[src/rtl/xp_pkg.sv]
package xp_pkg;
    typedef enum logic [2:0] {
        XP_OP_NONE     = 3'd0,
        XP_OP_SET_PRIO = 3'd1,
        XP_OP_SET_REQ  = 3'd2,
        XP_OP_ACCEPT   = 3'd3,
        XP_OP_EOI      = 3'd4,
        XP_OP_POLL     = 3'd5
    } xp_op_e;
endpackage

[src/rtl/xp_deliver_judge.sv]
module xp_deliver_judge #(
    parameter int PRIO_W = 8
) (
    input  logic [PRIO_W-1:0] offer_prio,
    input  logic [PRIO_W-1:0] proc_prio,
    input  logic              slot_busy,
    input  logic [PRIO_W-1:0] slot_prio,
    output logic              take
);
    logic beats_proc;
    logic beats_slot;

    always_comb begin
        beats_proc = offer_prio < proc_prio;
        beats_slot = !slot_busy || (offer_prio < slot_prio);
        take       = beats_proc && beats_slot;
    end
endmodule

[src/rtl/xp_ipi_eval.sv]
module xp_ipi_eval #(
    parameter int PRIO_W = 8
) (
    input  logic [PRIO_W-1:0] req_prio,
    input  logic [PRIO_W-1:0] proc_prio,
    input  logic              slot_busy,
    input  logic [PRIO_W-1:0] slot_prio,
    output logic              fire
);
    logic gate;
    logic held_off;

    always_comb begin
        gate     = req_prio < proc_prio;
        held_off = slot_busy && (slot_prio <= req_prio);
        fire     = gate && !held_off;
    end
endmodule

[src/rtl/xp_presenter.sv]
module xp_presenter #(
    parameter int SRC_W   = 24,
    parameter int PRIO_W  = 8,
    parameter int IPI_SRC = 2
) (
    input  logic                      clk,
    input  logic                      rst_n,
    input  logic                      dlv_valid,
    input  logic [SRC_W-1:0]          dlv_src,
    input  logic [PRIO_W-1:0]         dlv_prio,
    output logic                      dlv_ack,
    output logic                      dlv_nak,
    output logic                      rej_valid,
    output logic [SRC_W-1:0]          rej_src,
    input  logic                      cmd_valid,
    input  logic [2:0]                cmd_op,
    input  logic [PRIO_W+SRC_W-1:0]   cmd_data,
    output logic                      rsp_valid,
    output logic [PRIO_W+SRC_W-1:0]   rsp_word,
    output logic [PRIO_W-1:0]         rsp_mfrr,
    output logic                      eoi_valid,
    output logic [SRC_W-1:0]          eoi_src,
    output logic                      resend_req,
    output logic                      irq_out
);
    import xp_pkg::*;

    localparam int WORD_W = PRIO_W + SRC_W;
    localparam logic [PRIO_W-1:0] PRIO_LOW = '1;
    localparam logic [SRC_W-1:0]  IPI_NUM  = SRC_W'(IPI_SRC);

    typedef struct packed {
        logic [PRIO_W-1:0] cppr;
        logic [SRC_W-1:0]  xisr;
        logic [PRIO_W-1:0] pprio;
        logic [PRIO_W-1:0] mfrr;
        logic              own;
        logic              irq;
        logic              ack;
        logic              nak;
        logic              rej_v;
        logic [SRC_W-1:0]  rej_s;
        logic              rsp_v;
        logic [WORD_W-1:0] rsp_w;
        logic [PRIO_W-1:0] rsp_m;
        logic              eoi_v;
        logic [SRC_W-1:0]  eoi_s;
        logic              rsd;
    } xp_state_t;

    xp_state_t st_d, st_q;
    xp_op_e    op;
    logic      slot_busy;
    logic      take;
    logic      ipi_fire;
    logic [PRIO_W-1:0] ipi_req_sel;
    logic [PRIO_W-1:0] ipi_proc_sel;
    logic [PRIO_W-1:0] cmd_prio_val;
    logic [PRIO_W-1:0] cmd_top_val;

    assign op           = xp_op_e'(cmd_op);
    assign slot_busy    = st_q.xisr != '0;
    assign cmd_prio_val = cmd_data[PRIO_W-1:0];
    assign cmd_top_val  = cmd_data[WORD_W-1:SRC_W];

    always_comb begin
        ipi_req_sel  = st_q.mfrr;
        ipi_proc_sel = st_q.cppr;
        case (op)
            XP_OP_SET_REQ:  ipi_req_sel  = cmd_prio_val;
            XP_OP_SET_PRIO: ipi_proc_sel = cmd_prio_val;
            XP_OP_EOI:      ipi_proc_sel = cmd_top_val;
            default: ;
        endcase
    end

    xp_deliver_judge #(.PRIO_W(PRIO_W)) i_judge (
        .offer_prio (dlv_prio),
        .proc_prio  (st_q.cppr),
        .slot_busy  (slot_busy),
        .slot_prio  (st_q.pprio),
        .take       (take)
    );

    xp_ipi_eval #(.PRIO_W(PRIO_W)) i_ipi (
        .req_prio  (ipi_req_sel),
        .proc_prio (ipi_proc_sel),
        .slot_busy (slot_busy),
        .slot_prio (st_q.pprio),
        .fire      (ipi_fire)
    );

    always_comb begin
        st_d       = st_q;
        st_d.ack   = 1'b0;
        st_d.nak   = 1'b0;
        st_d.rej_v = 1'b0;
        st_d.rej_s = '0;
        st_d.rsp_v = 1'b0;
        st_d.rsp_w = '0;
        st_d.rsp_m = '0;
        st_d.eoi_v = 1'b0;
        st_d.eoi_s = '0;
        st_d.rsd   = 1'b0;

        if (cmd_valid) begin
            case (op)
                XP_OP_SET_PRIO: begin
                    st_d.cppr = cmd_prio_val;
                    if (cmd_prio_val < st_q.cppr) begin
                        if (slot_busy && (cmd_prio_val <= st_q.pprio)) begin
                            st_d.xisr  = '0;
                            st_d.pprio = PRIO_LOW;
                            st_d.irq   = 1'b0;
                            st_d.own   = 1'b0;
                            if (st_q.own) begin
                                st_d.rej_v = 1'b1;
                                st_d.rej_s = st_q.xisr;
                            end
                        end
                    end else if (!slot_busy) begin
                        st_d.rsd = 1'b1;
                        if (ipi_fire) begin
                            st_d.xisr  = IPI_NUM;
                            st_d.pprio = ipi_req_sel;
                            st_d.own   = 1'b0;
                            st_d.irq   = 1'b1;
                        end
                    end
                end
                XP_OP_SET_REQ: begin
                    st_d.mfrr = cmd_prio_val;
                    if (ipi_fire) begin
                        if (slot_busy && st_q.own) begin
                            st_d.rej_v = 1'b1;
                            st_d.rej_s = st_q.xisr;
                        end
                        st_d.xisr  = IPI_NUM;
                        st_d.pprio = ipi_req_sel;
                        st_d.own   = 1'b0;
                        st_d.irq   = 1'b1;
                    end
                end
                XP_OP_ACCEPT: begin
                    st_d.rsp_v = 1'b1;
                    st_d.rsp_w = {st_q.cppr, st_q.xisr};
                    st_d.cppr  = st_q.pprio;
                    st_d.xisr  = '0;
                    st_d.pprio = PRIO_LOW;
                    st_d.own   = 1'b0;
                    st_d.irq   = 1'b0;
                end
                XP_OP_EOI: begin
                    st_d.cppr  = cmd_top_val;
                    st_d.eoi_v = 1'b1;
                    st_d.eoi_s = cmd_data[SRC_W-1:0];
                    if (!slot_busy) begin
                        st_d.rsd = 1'b1;
                        if (ipi_fire) begin
                            st_d.xisr  = IPI_NUM;
                            st_d.pprio = ipi_req_sel;
                            st_d.own   = 1'b0;
                            st_d.irq   = 1'b1;
                        end
                    end
                end
                XP_OP_POLL: begin
                    st_d.rsp_v = 1'b1;
                    st_d.rsp_w = {st_q.cppr, st_q.xisr};
                    st_d.rsp_m = st_q.mfrr;
                end
                default: ;
            endcase
            if (dlv_valid) begin
                st_d.nak = 1'b1;
            end
        end else if (dlv_valid) begin
            if (take) begin
                st_d.ack = 1'b1;
                if (slot_busy && st_q.own) begin
                    st_d.rej_v = 1'b1;
                    st_d.rej_s = st_q.xisr;
                end
                st_d.xisr  = dlv_src;
                st_d.pprio = dlv_prio;
                st_d.own   = 1'b1;
                st_d.irq   = 1'b1;
            end else begin
                st_d.nak = 1'b1;
            end
        end
    end

    always_ff @(posedge clk) begin
        if (!rst_n) begin
            st_q       <= '0;
            st_q.pprio <= PRIO_LOW;
            st_q.mfrr  <= PRIO_LOW;
        end else begin
            st_q <= st_d;
        end
    end

    assign dlv_ack    = st_q.ack;
    assign dlv_nak    = st_q.nak;
    assign rej_valid  = st_q.rej_v;
    assign rej_src    = st_q.rej_s;
    assign rsp_valid  = st_q.rsp_v;
    assign rsp_word   = st_q.rsp_w;
    assign rsp_mfrr   = st_q.rsp_m;
    assign eoi_valid  = st_q.eoi_v;
    assign eoi_src    = st_q.eoi_s;
    assign resend_req = st_q.rsd;
    assign irq_out    = st_q.irq;

    // one reply per delivery, never both
    assert_one_reply_R13: assert property (@(posedge clk) disable iff (!rst_n)
        dlv_valid |=> (dlv_ack ^ dlv_nak));

    // the line tracks slot occupancy
    assert_irq_tracks_slot_R4: assert property (@(posedge clk) disable iff (!rst_n)
        irq_out == (st_q.xisr != '0));

    // the inter-processor entry never goes back to the source layer
    assert_no_ipi_reject_R10: assert property (@(posedge clk) disable iff (!rst_n)
        rej_valid |-> (rej_src != IPI_NUM));

    // refusal when not more favoured than the processor priority
    assert_refuse_weak_R2: assert property (@(posedge clk) disable iff (!rst_n)
        (dlv_valid && !cmd_valid && (dlv_prio >= st_q.cppr)) |=> dlv_nak);

    // a command wins over a same-cycle delivery
    assert_cmd_wins_R12: assert property (@(posedge clk) disable iff (!rst_n)
        (dlv_valid && cmd_valid) |=> dlv_nak);

    // accept leaves the slot empty and the line low
    assert_accept_clears_R5: assert property (@(posedge clk) disable iff (!rst_n)
        (cmd_valid && cmd_op == 3'd3) |=> (!irq_out && st_q.xisr == '0 && rsp_valid));

    // poll alters nothing
    assert_poll_quiet_R11: assert property (@(posedge clk) disable iff (!rst_n)
        (cmd_valid && cmd_op == 3'd5) |=>
            ($stable(st_q.cppr) && $stable(st_q.xisr) && $stable(st_q.mfrr) && $stable(st_q.pprio)));
endmodule

[config.mk]
export PLATFORM = sky130hd
export DESIGN_NAME = xp_presenter
export DESIGN_NICKNAME = d
export VERILOG_FILES = /design/src/rtl/xp_pkg.sv /design/src/rtl/xp_deliver_judge.sv /design/src/rtl/xp_ipi_eval.sv /design/src/rtl/xp_presenter.sv
export SDC_FILE = /design/constraint.sdc
export NUM_CORES = 1
export LEC_CHECK = 0
export BUFFER_PORTS_ARGS = -buffer_cell sky130_fd_sc_hd__buf_2
export CAP_MARGIN = 20
export CORE_AREA = 5 5 121 208
export CTS_BUF_LIST = sky130_fd_sc_hd__clkbuf_8 sky130_fd_sc_hd__clkbuf_16
export CTS_CLUSTER_SIZE = 20
export DETAILED_ROUTE_END_ITERATION = 8
export DIE_AREA = 0 0 126 213
export HOLD_SLACK_MARGIN = 0.02
export SLEW_MARGIN = 20
export SYNTH_ARGS = -nofsm -noshare
export SYNTH_HDL_FRONTEND = slang
export SYNTH_SLANG_ARGS = --single-unit
[constraint.sdc]
create_clock -name clk -period 4.3 [get_ports clk]
set_input_delay 0.215 -clock clk [delete_from_list [all_inputs] [get_ports clk]]
set_output_delay 0.215 -clock clk [all_outputs]
set_load 0.02 [all_outputs]
### Word level (Yosys, flattened, before mapping)

Cells that the tools add are included.

* bits in registers: 144
* latch bits: 0
* memory bits (writable): 0
* memory bits (read-only): 0
* bits of input ports: 71
* output and inout port bits: 95
* word-level logic and storage cells: 85
* memories kept: 0

* add/subtract/negate cells: 0
* multipliers: 0
* divide/modulo/power cells: 0
* order comparisons: 6
* equality and inequality tests: 7
* shift operators: 0
* muxes and demuxes: 34
* bitwise gates (word level): 2
* reduce and logical (&&, ||, !) cells: 20

Operator list (count)
* 32-bit 2-to-1 mux: 7
* 25-bit 2-to-1 mux: 7
* 32-bit one-hot mux with 4 select lines: 1
* 25-bit one-hot mux with 2 select lines: 1
* 33-bit 2-to-1 mux: 1
* 8-bit less-than comparator: 4
* 29-bit 2-to-1 mux: 1
* 26-bit 2-to-1 mux: 1
* 8-bit one-hot mux with 3 select lines: 1
* 24-bit nonzero test: 1
* 8-bit <= comparator: 2
* 8-bit one-hot mux with 2 select lines: 1
* 2-bit 2-to-1 mux: 5
* 3-bit AND reduction: 3
* 8-bit 2-to-1 mux: 1
* 2-bit one-hot mux with 4 select lines: 1
* 3-bit by 2-bit equality test with 1-bit output (second input constant): 2
* 3-bit equality test (second input constant): 2
* 1-bit logical AND: 5
* 5-bit by 1-bit inequality test with 1-bit output (second input constant): 1
* 1-bit 2-to-1 mux: 4
* 4-bit inequality test (second input constant): 1
* 2-bit AND reduction: 2
* 4-bit AND reduction: 1
* 10 further kinds: 13

### Depth between registers and ports, before layout

Gate-level depths: netlist (run 1).

* depth after elaboration: 11
* gate-level depth with buffers: 16
* gate-level depth less buffers: 12

### Modules after synthesis

A second synthesis (run 1) with hierarchy kept.

* cells, all modules: 828
* area total of the unflattened synthesis: 7209.4 µm²

Modules (own cells, without submodules)
* xp_presenter: times used 1, cells each 725, area each 6467.5 µm², seq. area each 2882.8 µm²
* xp_ipi_eval: times used 1, cells each 53, area each 390.4 µm², seq. area each 0.0 µm²
* xp_deliver_judge: times used 1, cells each 50, area each 351.6 µm², seq. area each 0.0 µm²

### Worst setup path after synthesis (run 1)

No wires, ideal clock.

* kind: input-to-reg
* start point: input cmd_op[0]
* end point: register st_q, in the netlist rej_src[0]
* library setup time: 0.115 ns
* arrival: 3.093 ns
* data required time: 4.185 ns
* path slack: 1.093 ns
* stages: 13
* path buffers: 2
* cells stage by stage: nor3b_4 -> buf_4 -> mux2i_1 -> ha_1 -> or3b_1 -> a21oi_1 -> a311oi_1 -> o32a_1 -> a21o_1 -> a311oi_2 -> nor2_1 -> buf_2 -> and2_1

* word-level cells in the longest chain between the ends: 9
* elaborated cells on any way between the ends: 13
* those cells by class: 2 x order compare; 3 x eq/ne; 5 x mux; 3 x reduce/logical

RTL lines
* from (decl): RTL line xp_presenter.sv:16 `input logic [2:0] cmd_op,`
* 3-bit by 2-bit equality test with 1-bit output: RTL line xp_presenter.sv:69, xp_presenter.sv:107
* 8-bit 2-to-1 mux: RTL line xp_presenter.sv:69 `case (op)`
* 8-bit <= comparator: RTL line xp_ipi_eval.sv:15 `held_off = slot_busy && (slot_prio <= req_prio);`
* 1-bit logical AND: RTL line xp_ipi_eval.sv:15
* 1-bit logical NOT: RTL line xp_ipi_eval.sv:16 `fire = gate && !held_off;`
* 1-bit logical AND: RTL line xp_ipi_eval.sv:16
* 25-bit 2-to-1 mux: RTL line xp_presenter.sv:133 `if (ipi_fire) begin`
* 25-bit one-hot mux with 2 select lines *: RTL line xp_presenter.sv:107 `case (op)`
* 26-bit 2-to-1 mux *: RTL line xp_presenter.sv:106 `if (cmd_valid) begin`
* to (signal assigned): RTL line xp_presenter.sv:200 `st_q <= st_d;`
* to (decl): RTL line xp_presenter.sv:51 `xp_state_t st_d, st_q;`

Mark *: on every way between the ends. The rest lies on a longest branch, timed or not.
A chain may end at the register's enable or synchronous reset.

### Final worst setup path (run 1)

* start point: register st_q[106] in the netlist's numbering
* end point: register st_q[113] in the netlist's numbering

* word-level cells in the longest chain between the ends: 9
* elaborated cells on any way between the ends: 17
* those cells by class: 3 x order compare; 1 x eq/ne; 5 x mux; 8 x reduce/logical

RTL lines (RTL line)
* 8-bit <= comparator: xp_ipi_eval.sv:15
* 1-bit logical AND: xp_ipi_eval.sv:15
* 1-bit logical NOT: xp_ipi_eval.sv:16
* 1-bit logical AND: xp_ipi_eval.sv:16
* 32-bit 2-to-1 mux (3 in a row)
* 32-bit one-hot mux with 4 select lines
* 32-bit 2-to-1 mux

Parallel ways exist; a longest one is shown, timed or not.

==> out/results.md, run 1 <==
### Worst setup path
* st_q[106] — startpoint of the worst register-to-register path
* 1 — buffering stage count on the worst path with inverters included
* flop — Startpoint Class
* nor2_1 — Crit-path slowest cell
* inv_1 -> ha_1 -> o21ai_0 -> o21ai_0 -> o211ai_1 -> a211oi_1 -> nor3_2 -> nor2_1 -> a21boi_0 -> a311oi_1 — cells along the critical path
* flop — type of element capturing the critical path
* o21ai_0 — crit-path most repeated cell
* 4630 ps — required time at the worst-slack endpoint
* compound AO/OA/AOI/OAI gates — CP top delay family
* 900 ps — crit-path max cell delay
* 11 — largest fanout on the critical path
* flop to flop — type of the worst setup path
* st_q[106] — startpoint of the worst setup timing path
* 3860 ps — worst path arrival time

### Synth
* 42.08% — share of Yosys cell area claimed by the top area cell type
* 0% — fraction of synthesis flops using an asynchronous set or reset pin
* 42.08% — sequential share of the synthesized area
* dfxtp_1 — Most used DFF post-synth
* 838 — Net Count, Synth
* 726 — cells after synthesis
* dfxtp_1 — top cell type by total area after synthesis
* 6850 um2 — post-synth design cell area
* 61 — Distinct cells, synth
* dfxtp_1 (144), buf_4 (90), and2_1 (84) — most frequent cells after synthesis
* 9.436 um2 — average footprint of a synthesized cell
* 0 — number of flops mapped to enable cells by yosys
* 144 — Synth Register Bits
* dfxtp_1 (42%), buf_4 (9.9%), and2_1 (7.7%) — leading cell types by total area after synthesis
* dfxtp_1 — most frequent cell after synthesis
* 0 — warnings from Yosys

### CTS
* 144 — clk sink count
* 17 — TritonCTS buffer count
* 420 ps — clock insertion delay at the later pin of the skew report
* 0 — number of gates given a new drive strength after cts
* 4 — number of levels the H-tree was split into
* 39 — hold buffer count at CTS
* 2 — maximum buffer depth of the clock tree
* 70 ps — clock-pin slew reported for the worst setup and hold paths after clock tree synthesis
* 0 — total setup buffers inserted after CTS
* clkbuf_16 — Clk Tree Root Cell
* built — CTS tree

### Finish
* 0 — antenna fix cells
* 952 — count of nets after finishing
* 2883 um2 — footprint of the flip-flops and latches
* 26.53% — fraction of layout instances using a drive strength above 1
* 3088 um2 — multi-input combinational cell area
* 21.30% — relative area change from synthesis to final layout
* 35.61% — utilization after layout
* 2,418 — Filler Cells Inserted
* 8309 um2 — Finished Cell Area

### Drt
* 312 — violation count after the first detailed-routing iteration
* 5,483 — routed via count
* 20,090 um — wire length reported by the detailed router
* 4.743 — via/cell ratio
* 0 — number of nets with antenna violations after detailed routing
* 0 — count of unresolved DRC violations after routing
* 17.37 um — routed len/inst
* 4 — drt pass-1 iters

### Run
* 0 — max_cap viols

### Power and ir drop
* 392.5 nW/um2 — power density normalized to cell area
* 2.393 mW — internal power component
* 42.6% — sequential group share of total power
* 26.61% — share of total power consumed by net switching
* 868.0 uW — net switching power
* 3.261 mW — Overall Power
* 43.6% — part of the total power dissipated in the clock network
* 3.908 nW — leakage dissipation
* 0.2788 mV — largest vdd supply drop
* 13.8% — Comb pwr share

### STA
* 1118 ps — measured slew at the worst slew-check pin
* 82.16% — crit share post-route
* 3533 ps — Period minus WS final
* 0 — Pins Over Slew Limit
* 0 — final setup violation count
* 25.21% — Max-slew headroom
* 0 ps — TNS Setup
* 0.2831 GHz — Highest Clock Rate
* false — RSZ-0062 raised after global routing
* 14.86 ps — Worst Skew
* 45.16 ps — hold_ws
* 0 — final hold violations

### Global routing
* 34 — largest net degree at the start of global routing
* 0 — total overflow reported by the global router
* 30,300 um — global-route wire length before repair
* 14.74% — global-route total usage across every layer
* 2 — antenna violations before repair
* 5,580 — vias in the first global route

### Floorplan
* 26,840 um2 — DIE AREA
* 126 um — die width
* 166 — io pins
* 23,330 um2 — standard cell core area
* 29.36% — starting density of the core
* 213 um — Die Span Y
* 74 — number of placement rows

### Min path
* input port to flop — path category of the worst min-delay check
* dlv_src[7] — source of the worst hold timing path

### Status
* completed — run status

### Placed design
* 165 — number of port buffers
* 0.9377 — final weighted congestion in routability-driven placement
* 15,640 um — half-perimeter wire length of the detailed placement result
* 7340 um2 — Placement Cell Area

[worst reg2reg max path, delay by kind of cell (launching register included)]
family / cells / cell delay [ps]
fa+ha+maj: 1 / 290
flops: 1 / 490
simple gates: 2 / 1120
compound gates: 6 / 1400
buf+inv: 1 / 140
[final timing paths]
path | endpoint | slack, ps | cells past startpoint
hold reg to reg | rej_src[2] | 500 | 2
setup reg to reg | st_q[113] | 770 | 10
setup / recovery | st_q[113] | 770 | 10
hold / removal | st_q[119] | 50 | 2
[layout by cell type (no fill, tap or decap), drive strengths merged, types with 19 or more instances in the layout]
master	netlist	final
a21oi	27	27
nand2	49	49
a22o	24	24
buf	100	174
mux2i	24	24
ha	41	41
and2	84	84
dlygate4sd3	0	39
o21ai	21	21
inv	26	31
nor2	44	44
dfxtp	144	144
clkbuf	18	19
[power groups by stage]
stage / logic [mW] / registers, mW / clock network (mW)
6_report: 0.449 / 1.39 / 1.42
2_1_floorplan: 0.283 / 1.41 / 0
4_1_cts: 0.447 / 1.39 / 1.46
3_3_place_gp: 0.413 / 1.42 / 0
3_5_place_dp: 0.417 / 1.42 / 0
5_1_grt: 0.491 / 1.39 / 1.52
[metal layers]
| layer | global-route usage, % | vias to the layer above | part of all wire, % |
|---|---|---|---|
| met4 | 10.92 | 4 | 7.0 |
| li1 | - | 2667 | - |
| met3 | 3.279 | 69 | 4.9 |
| met1 | 13.70 | 2559 | 34 |
| met2 | 27.76 | 184 | 54 |
| met5 | 0 | - | 0.13 |
[logic make-up (layout without fill, tap and decap cells)]
family,count (synthesis),count (layout),synth area share (%)
adders and majority gates,43,43,7.799
muxes,26,26,3.890
AOI/OAI and AO/OA,141,141,14.94
DFF,144,144,42.08
xor gates and xnor gates,3,3,0.3836
buffers and inverters,144,270,13.13
and+or+nand+nor,225,225,17.77
[per-stage QoR]
stage          std cells  worst slack (ps)
6_report            1156             767.3
5_1_grt             1156             499.5
4_1_cts             1156             634.9
3_5_place_dp        1086             198.1
3_3_place_gp        1086             321.5
2_1_floorplan        726              1093
[sequential cells by signal, summed over array words and instances, names as in the netlist, 8 cells and up]
register  flops
rsp_mfrr      8
eoi_src      24
rsp_word     32
rej_src      24
st_q         49
[layout make-up]
type                    instances  area share [%]
well taps                     304           4.578
repair buffers                213           15.45
multi-input cells             438           37.16
inverters                      26           1.175
flip-flops and latches        144           34.69
clock buffers                  19           5.451
clock inverters                12           1.491
(Power assumes the default switching activity.)
==> inputs of run 2 (changes only) <==
--- a/config.mk
+++ b/config.mk
@@ -5,13 +5,14 @@
 export SDC_FILE = /design/constraint.sdc
 export NUM_CORES = 1
 export LEC_CHECK = 0
+export ABC_AREA = 1
 export BUFFER_PORTS_ARGS = -buffer_cell sky130_fd_sc_hd__buf_2
 export CAP_MARGIN = 20
-export CORE_AREA = 5 5 121 208
+export CORE_AREA = 5 5 123 213
 export CTS_BUF_LIST = sky130_fd_sc_hd__clkbuf_8 sky130_fd_sc_hd__clkbuf_16
 export CTS_CLUSTER_SIZE = 20
 export DETAILED_ROUTE_END_ITERATION = 8
-export DIE_AREA = 0 0 126 213
+export DIE_AREA = 0 0 128 218
 export HOLD_SLACK_MARGIN = 0.02
 export SLEW_MARGIN = 20
 export SYNTH_ARGS = -nofsm -noshare
==> constraint.sdc (replaced) <==
create_clock -name clk -period 3.6 [get_ports clk]
set_input_delay 0.18 -clock clk [delete_from_list [all_inputs] [get_ports clk]]
set_output_delay 0.18 -clock clk [all_outputs]
set_load 0.02 [all_outputs]
==> out/results.md, run 2 <==
### Placed design
* 17,110 um — half-perimeter wire length of the detailed placement result
* 165 — number of port buffers
* 0.9349 — final weighted congestion in routability-driven placement

### Global routing
* 41 — largest net degree at the start of global routing
* 6,388 — vias in the first global route
* 34,440 um — global-route wire length before repair
* 0 — total overflow reported by the global router
* 0 — antenna violations before repair
* 16.21% — global-route total usage across every layer

### Finish
* buf_2 (165), nand2_1 (150), dfxtp_1 (144), inv_1 (118), nor2_1 (102) — commonest cells after routing, fill and taps aside
* 22.66% — fraction of layout instances using a drive strength above 1
* 20.74% — relative area change from synthesis to final layout
* 49 — number of flip-flops in the largest register
* st_q — register bank with the most flops
* buf_2 — most common cell after layout, fill and taps aside
* 1,182 — count of nets after finishing
* 0 — antenna fix cells

### CTS
* 60 ps — clock-pin slew reported for the worst setup and hold paths after clock tree synthesis
* 2 — maximum buffer depth of the clock tree
* 440 ps — clock insertion delay at the later pin of the skew report
* clkbuf_16 — Clk Tree Root Cell
* 4 — number of levels the H-tree was split into
* 0 — number of gates given a new drive strength after cts
* 144 — clk sink count
* 41 — hold buffer count at CTS
* 0 — total setup buffers inserted after CTS
* 17 — TritonCTS buffer count
* built — CTS tree

### Drt
* 6,305 — routed via count
* 0 — number of nets with antenna violations after detailed routing
* 4.526 — via/cell ratio
* 15.80 um — routed len/inst
* 22,010 um — wire length reported by the detailed router
* 5 — drt pass-1 iters
* 0 — count of unresolved DRC violations after routing
* 256 — violation count after the first detailed-routing iteration

### Synth
* 40.40% — share of Yosys cell area claimed by the top area cell type
* 34 — Distinct cells, synth
* 7136 um2 — post-synth design cell area
* 0 — number of flops mapped to enable cells by yosys
* 7.519 um2 — average footprint of a synthesized cell
* 40.40% — sequential share of the synthesized area
* 0 — warnings from Yosys
* dfxtp_1 — Most used DFF post-synth
* 0% — fraction of synthesis flops using an asynchronous set or reset pin
* 144 — Synth Register Bits
* 949 — cells after synthesis
* dfxtp_1 (40%), buf_4 (9.3%), nand2_1 (7.9%) — leading cell types by total area after synthesis
* 1,061 — Net Count, Synth
* nand2_1 — most frequent cell after synthesis
* nand2_1 (150), dfxtp_1 (144), inv_1 (117) — most frequent cells after synthesis
* dfxtp_1 — top cell type by total area after synthesis

### Status
* completed — run status

### Worst setup path
* st_q[120] — CP Capture Point
* 3320 ps — worst path arrival time
* flop to flop — type of the worst setup path
* 640 ps — slack of the worst reg-to-reg path
* st_q[120] — Crit Reg-Reg Endpoint
* st_q[105] — startpoint of the worst register-to-register path
* flop — type of element capturing the critical path
* st_q[105] — startpoint of the worst setup timing path
* 25 — largest fanout on the critical path
* 3960 ps — required time at the worst-slack endpoint
* 15 — FF-to-FF path depth
* flop — Startpoint Class

### Power and ir drop
* 41.3% — sequential group share of total power
* 29.47% — share of total power consumed by net switching
* 0.3465 mV — largest vdd supply drop
* 4.259 nW — leakage dissipation
* 40.7% — part of the total power dissipated in the clock network
* 4.080 mW — Overall Power
* 18.0% — Comb pwr share
* 1.202 mW — net switching power
* 473.6 nW/um2 — power density normalized to cell area
* 2.878 mW — internal power component

### Min path
* input port to flop — path category of the worst min-delay check

### STA
* 82.17% — crit share post-route
* 2958 ps — Period minus WS final
* 0 — final setup violation count
* 0.3381 GHz — Highest Clock Rate
* 50.66% — Max-slew headroom
* 10.92 ps — Worst Skew
* 0 — Pins Over Slew Limit
* 0 ps — TNS Setup
* false — RSZ-0062 raised after global routing
* 0 — final hold violations
* 739.3 ps — measured slew at the worst slew-check pin

### Floorplan
* 166 — io pins
* 29.31% — starting density of the core
* 128 um — die width
* 218 um — Die Span Y
* 27,900 um2 — DIE AREA
* 76 — number of placement rows
* 24,340 um2 — standard cell core area

### Run
* 0 — max_cap viols

==> run 2: cell count changes in the layout (fill, tap and decap cells not counted), moves of 13 or more <==
cell      delta
nor2_1      +60
o221ai_1    -13
nand3_1     +67
o22ai_1     -15
nor2_2      +19
inv_1       +93
and2_1      -84
a21oi_1     +46
mux2i_1     -23
nand2_1    +102
a22o_1      -24
o21ai_0     +43
==> run 2: worst min path at each step <==
stage,startpoint,to,slack [ps],cells past startpoint
6_report,cmd_data[2],eoi_src[2],80,3
5_1_grt,cmd_data[3],eoi_src[3],90,3
4_1_cts,cmd_data[2],eoi_src[2],40,3
3_5_place_dp,cmd_data[13],eoi_src[13],400,3
3_3_place_gp,cmd_data[12],eoi_src[12],390,3
2_1_floorplan,cmd_data[10],eoi_src[10],290,2
==> run 2: layer usage <==
layer	track usage (%)	wire length [um]	vias up
met5	0	0	-
met4	10.41	1320	0
met3	3.480	899	56
met2	30.00	11940	167
met1	15.95	7853	2893
li1	-	-	3189
==> run 2: worst max-delay path, cell delays in order, from the launching register on <==
cell and delay (ps):
dfxtp_1 540, inv_1 230, ha_1 310, o21ai_0 70, nand2_1 80, nand3_1 70
a21oi_1 60, o21ai_0 140, nand2_1 110, inv_1 80, nand3_1 210, nand2_1 180
buf_4 200, buf_4 310, nand3_1 120, a21oi_1 170
==> run 2: cell type report <==
class / count / area (um2)
flip-flops and latches: 144 / 2883
inverters: 124 / 466.7
repair buffers: 220 / 1369
well taps: 312 / 390.4
clock buffers: 19 / 452.9
multi-input cells: 563 / 2960
clock inverters: 11 / 93.84
fillers: 2624 / 15730
==> run 2: kinds of logic (layout without fill, tap and decap cells) <==
group | after synthesis | after routing | synth area share (%)
fa+ha+maj | 41 | 41 | 7.189
compound gates | 152 | 152 | 11.42
simple gates | 370 | 370 | 22.88
buf+inv | 242 | 374 | 18.11
flops | 144 | 144 | 40.40
==> run 2: through the flow <==
step	cells	hold WS [ps]	area, um2	worst slack, ps	utilization [%]
floorplan	949	292.2	7136	1096	-
global placement	1320	391.2	7616	422.9	31.29
detailed placement	1321	399.9	7631	313.9	31.35
CTS	1392	43.39	8588	608.1	35.28
global route	1393	87.20	8616	325.7	35.39
finish	1393	78.68	8616	642.0	35.39
==> run 2: power by group through the flow <==
stage / clock, mW / combinational [mW] / sequential [mW]
after floorplan: 0 / 0.476 / 1.70
after global routing: 1.78 / 0.837 / 1.69
after global placement: 0 / 0.689 / 1.72
final: 1.66 / 0.735 / 1.69
after detailed placement: 0 / 0.699 / 1.72
after CTS: 1.71 / 0.736 / 1.68
==> inputs of run 3 (changes only) <==
==> constraint.sdc (replaced) <==
create_clock -name clk -period 3.01 [get_ports clk]
set_input_delay 0.1505 -clock clk [delete_from_list [all_inputs] [get_ports clk]]
set_output_delay 0.1505 -clock clk [all_outputs]
set_load 0.02 [all_outputs]
==> out/results.md, run 3 (same netlist as run 2, synthesis figures left out) <==
### CTS
* built — CTS tree
* 0 — total setup buffers inserted after CTS
* 17 — TritonCTS buffer count
* 60 ps — clock-pin slew reported for the worst setup and hold paths after clock tree synthesis
* 2 — maximum buffer depth of the clock tree
* clkbuf_16 — Clk Tree Root Cell
* 4 — number of levels the H-tree was split into
* 440 ps — clock insertion delay at the later pin of the skew report
* 144 — clk sink count

### Worst setup path
* 2990 ps — worst path arrival time
* st_q[104] — Crit Reg-Reg Endpoint
* st_q[137] — startpoint of the worst setup timing path
* 9 — largest fanout on the critical path
* st_q[137] — startpoint of the worst register-to-register path
* 400 ps — slack of the worst reg-to-reg path
* flop — type of element capturing the critical path
* 3390 ps — required time at the worst-slack endpoint
* flop to flop — type of the worst setup path
* 14 — FF-to-FF path depth
* flop — Startpoint Class

### Drt
* 0 — count of unresolved DRC violations after routing
* 6 — drt pass-1 iters
* 22,010 um — wire length reported by the detailed router
* 329 — violation count after the first detailed-routing iteration
* 4.497 — via/cell ratio
* 0 — number of nets with antenna violations after detailed routing
* 15.62 um — routed len/inst
* 6,336 — routed via count

### STA
* 11.60 ps — Worst Skew
* 0 — Pins Over Slew Limit
* 0 — final hold violations
* 0.3829 GHz — Highest Clock Rate
* 0 ps — TNS Setup
* 52.70% — Max-slew headroom
* 0 — final setup violation count
* 86.77% — crit share post-route
* false — RSZ-0062 raised after global routing
* 2612 ps — Period minus WS final
* 708.8 ps — measured slew at the worst slew-check pin
* 43.28 ps — hold_ws

### Finish
* st_q — register bank with the most flops
* 24.08% — relative area change from synthesis to final layout
* 23.88% — fraction of layout instances using a drive strength above 1
* buf_2 (165), nand2_1 (150), dfxtp_1 (144), inv_1 (118), nor2_1 (102) — commonest cells after routing, fill and taps aside
* 49 — number of flip-flops in the largest register
* 1,197 — count of nets after finishing
* buf_2 — most common cell after layout, fill and taps aside
* 0 — antenna fix cells

### Status
* completed — run status

### Placed design
* 165 — number of port buffers
* 17,270 um — half-perimeter wire length of the detailed placement result
* 0.9959 — final weighted congestion in routability-driven placement

### Power and ir drop
* 4.385 nW — leakage dissipation
* 589.4 nW/um2 — power density normalized to cell area
* 0.3945 mV — largest vdd supply drop

### Floorplan
* 128 um — die width
* 76 — number of placement rows
* 29.31% — starting density of the core
* 218 um — Die Span Y
* 27,900 um2 — DIE AREA
* 24,340 um2 — standard cell core area
* 166 — io pins

### Run
* 0 — max_cap viols

### Min path
* 3 — WHS Path Cells
* eoi_src[3] — worst hold path endpoint
* cmd_data[3] — source of the worst hold timing path
* input port to flop — path category of the worst min-delay check

### Global routing
* 6,408 — vias in the first global route
* 16.09% — global-route total usage across every layer
* 34,040 um — global-route wire length before repair
* 28 — largest net degree at the start of global routing
* 0 — antenna violations before repair
* 0 — total overflow reported by the global router

==> run 3: metrics by stage <==
step                      utilization [%]  std cells  cell area (um2)  setup WS, ps  total power, mW
after global placement              31.93       1336             7774         199.0            2.916
after global routing                36.37       1409             8853         147.5            5.476
after detailed placement            32.05       1337             7801         204.9            2.927
final                               36.37       1409             8853         398.2            5.219
after CTS                           36.37       1409             8853         412.8            5.276
after floorplan                         -        949             7136         535.9            2.608
==> run 3: cell type report <==
type	instances	area, um2
clock inverter	11	175.2
timing repair buffer	235	1511
clock buffer	20	466.7
sequential	144	2883
inverter	124	466.7
tap	312	390.4
multi-input combinational	563	2960
fill	2592	15490
==> run 3: metal layers <==
| layer | share of wire [%] | vias up | GRT usage (%) |
|---|---|---|---|
| met2 | 53 | 191 | 29.39 |
| met3 | 4.3 | 74 | 3.578 |
| met5 | 0 | - | 0 |
| met1 | 34 | 2861 | 15.08 |
| met4 | 8.5 | 0 | 12.71 |
| li1 | - | 3210 | - |
==> run 3: worst max path at each step <==
stage	end
4_1_cts	st_q[121]
6_report	st_q[104]
3_5_place_dp	st_q[129]
5_1_grt	st_q[121]
2_1_floorplan	rej_src[14]
3_3_place_gp	st_q[120]
==> run 3: repair_timing <==
| action | 4_1_cts | 5_1_grt |
|---|---|---|
| hold buffers | 41 | 0 |
| endpoints found under the hold margin | 43 | 0 |
| gates resized for setup | 0 | 0 |
==> run 3: worst max-delay path, stage by stage (launching register included) <==
cell	delay (ps)
dfxtp_1	320
inv_1	220
ha_1	280
a21boi_0	120
o211ai_1	170
nand2_1	90
a21oi_1	130
nand2_1	110
inv_1	80
nand3_1	170
nand2_1	360
inv_1	230
a21oi_1	170
nand2_1	70
nand2_1	50
==> run 3: report_power, final <==
group	switching (mW)	total (mW)	internal, mW
Sequential	0.0469	2.01	1.96
Combinational	0.575	0.923	0.347
Clock	0.831	2.29	1.46
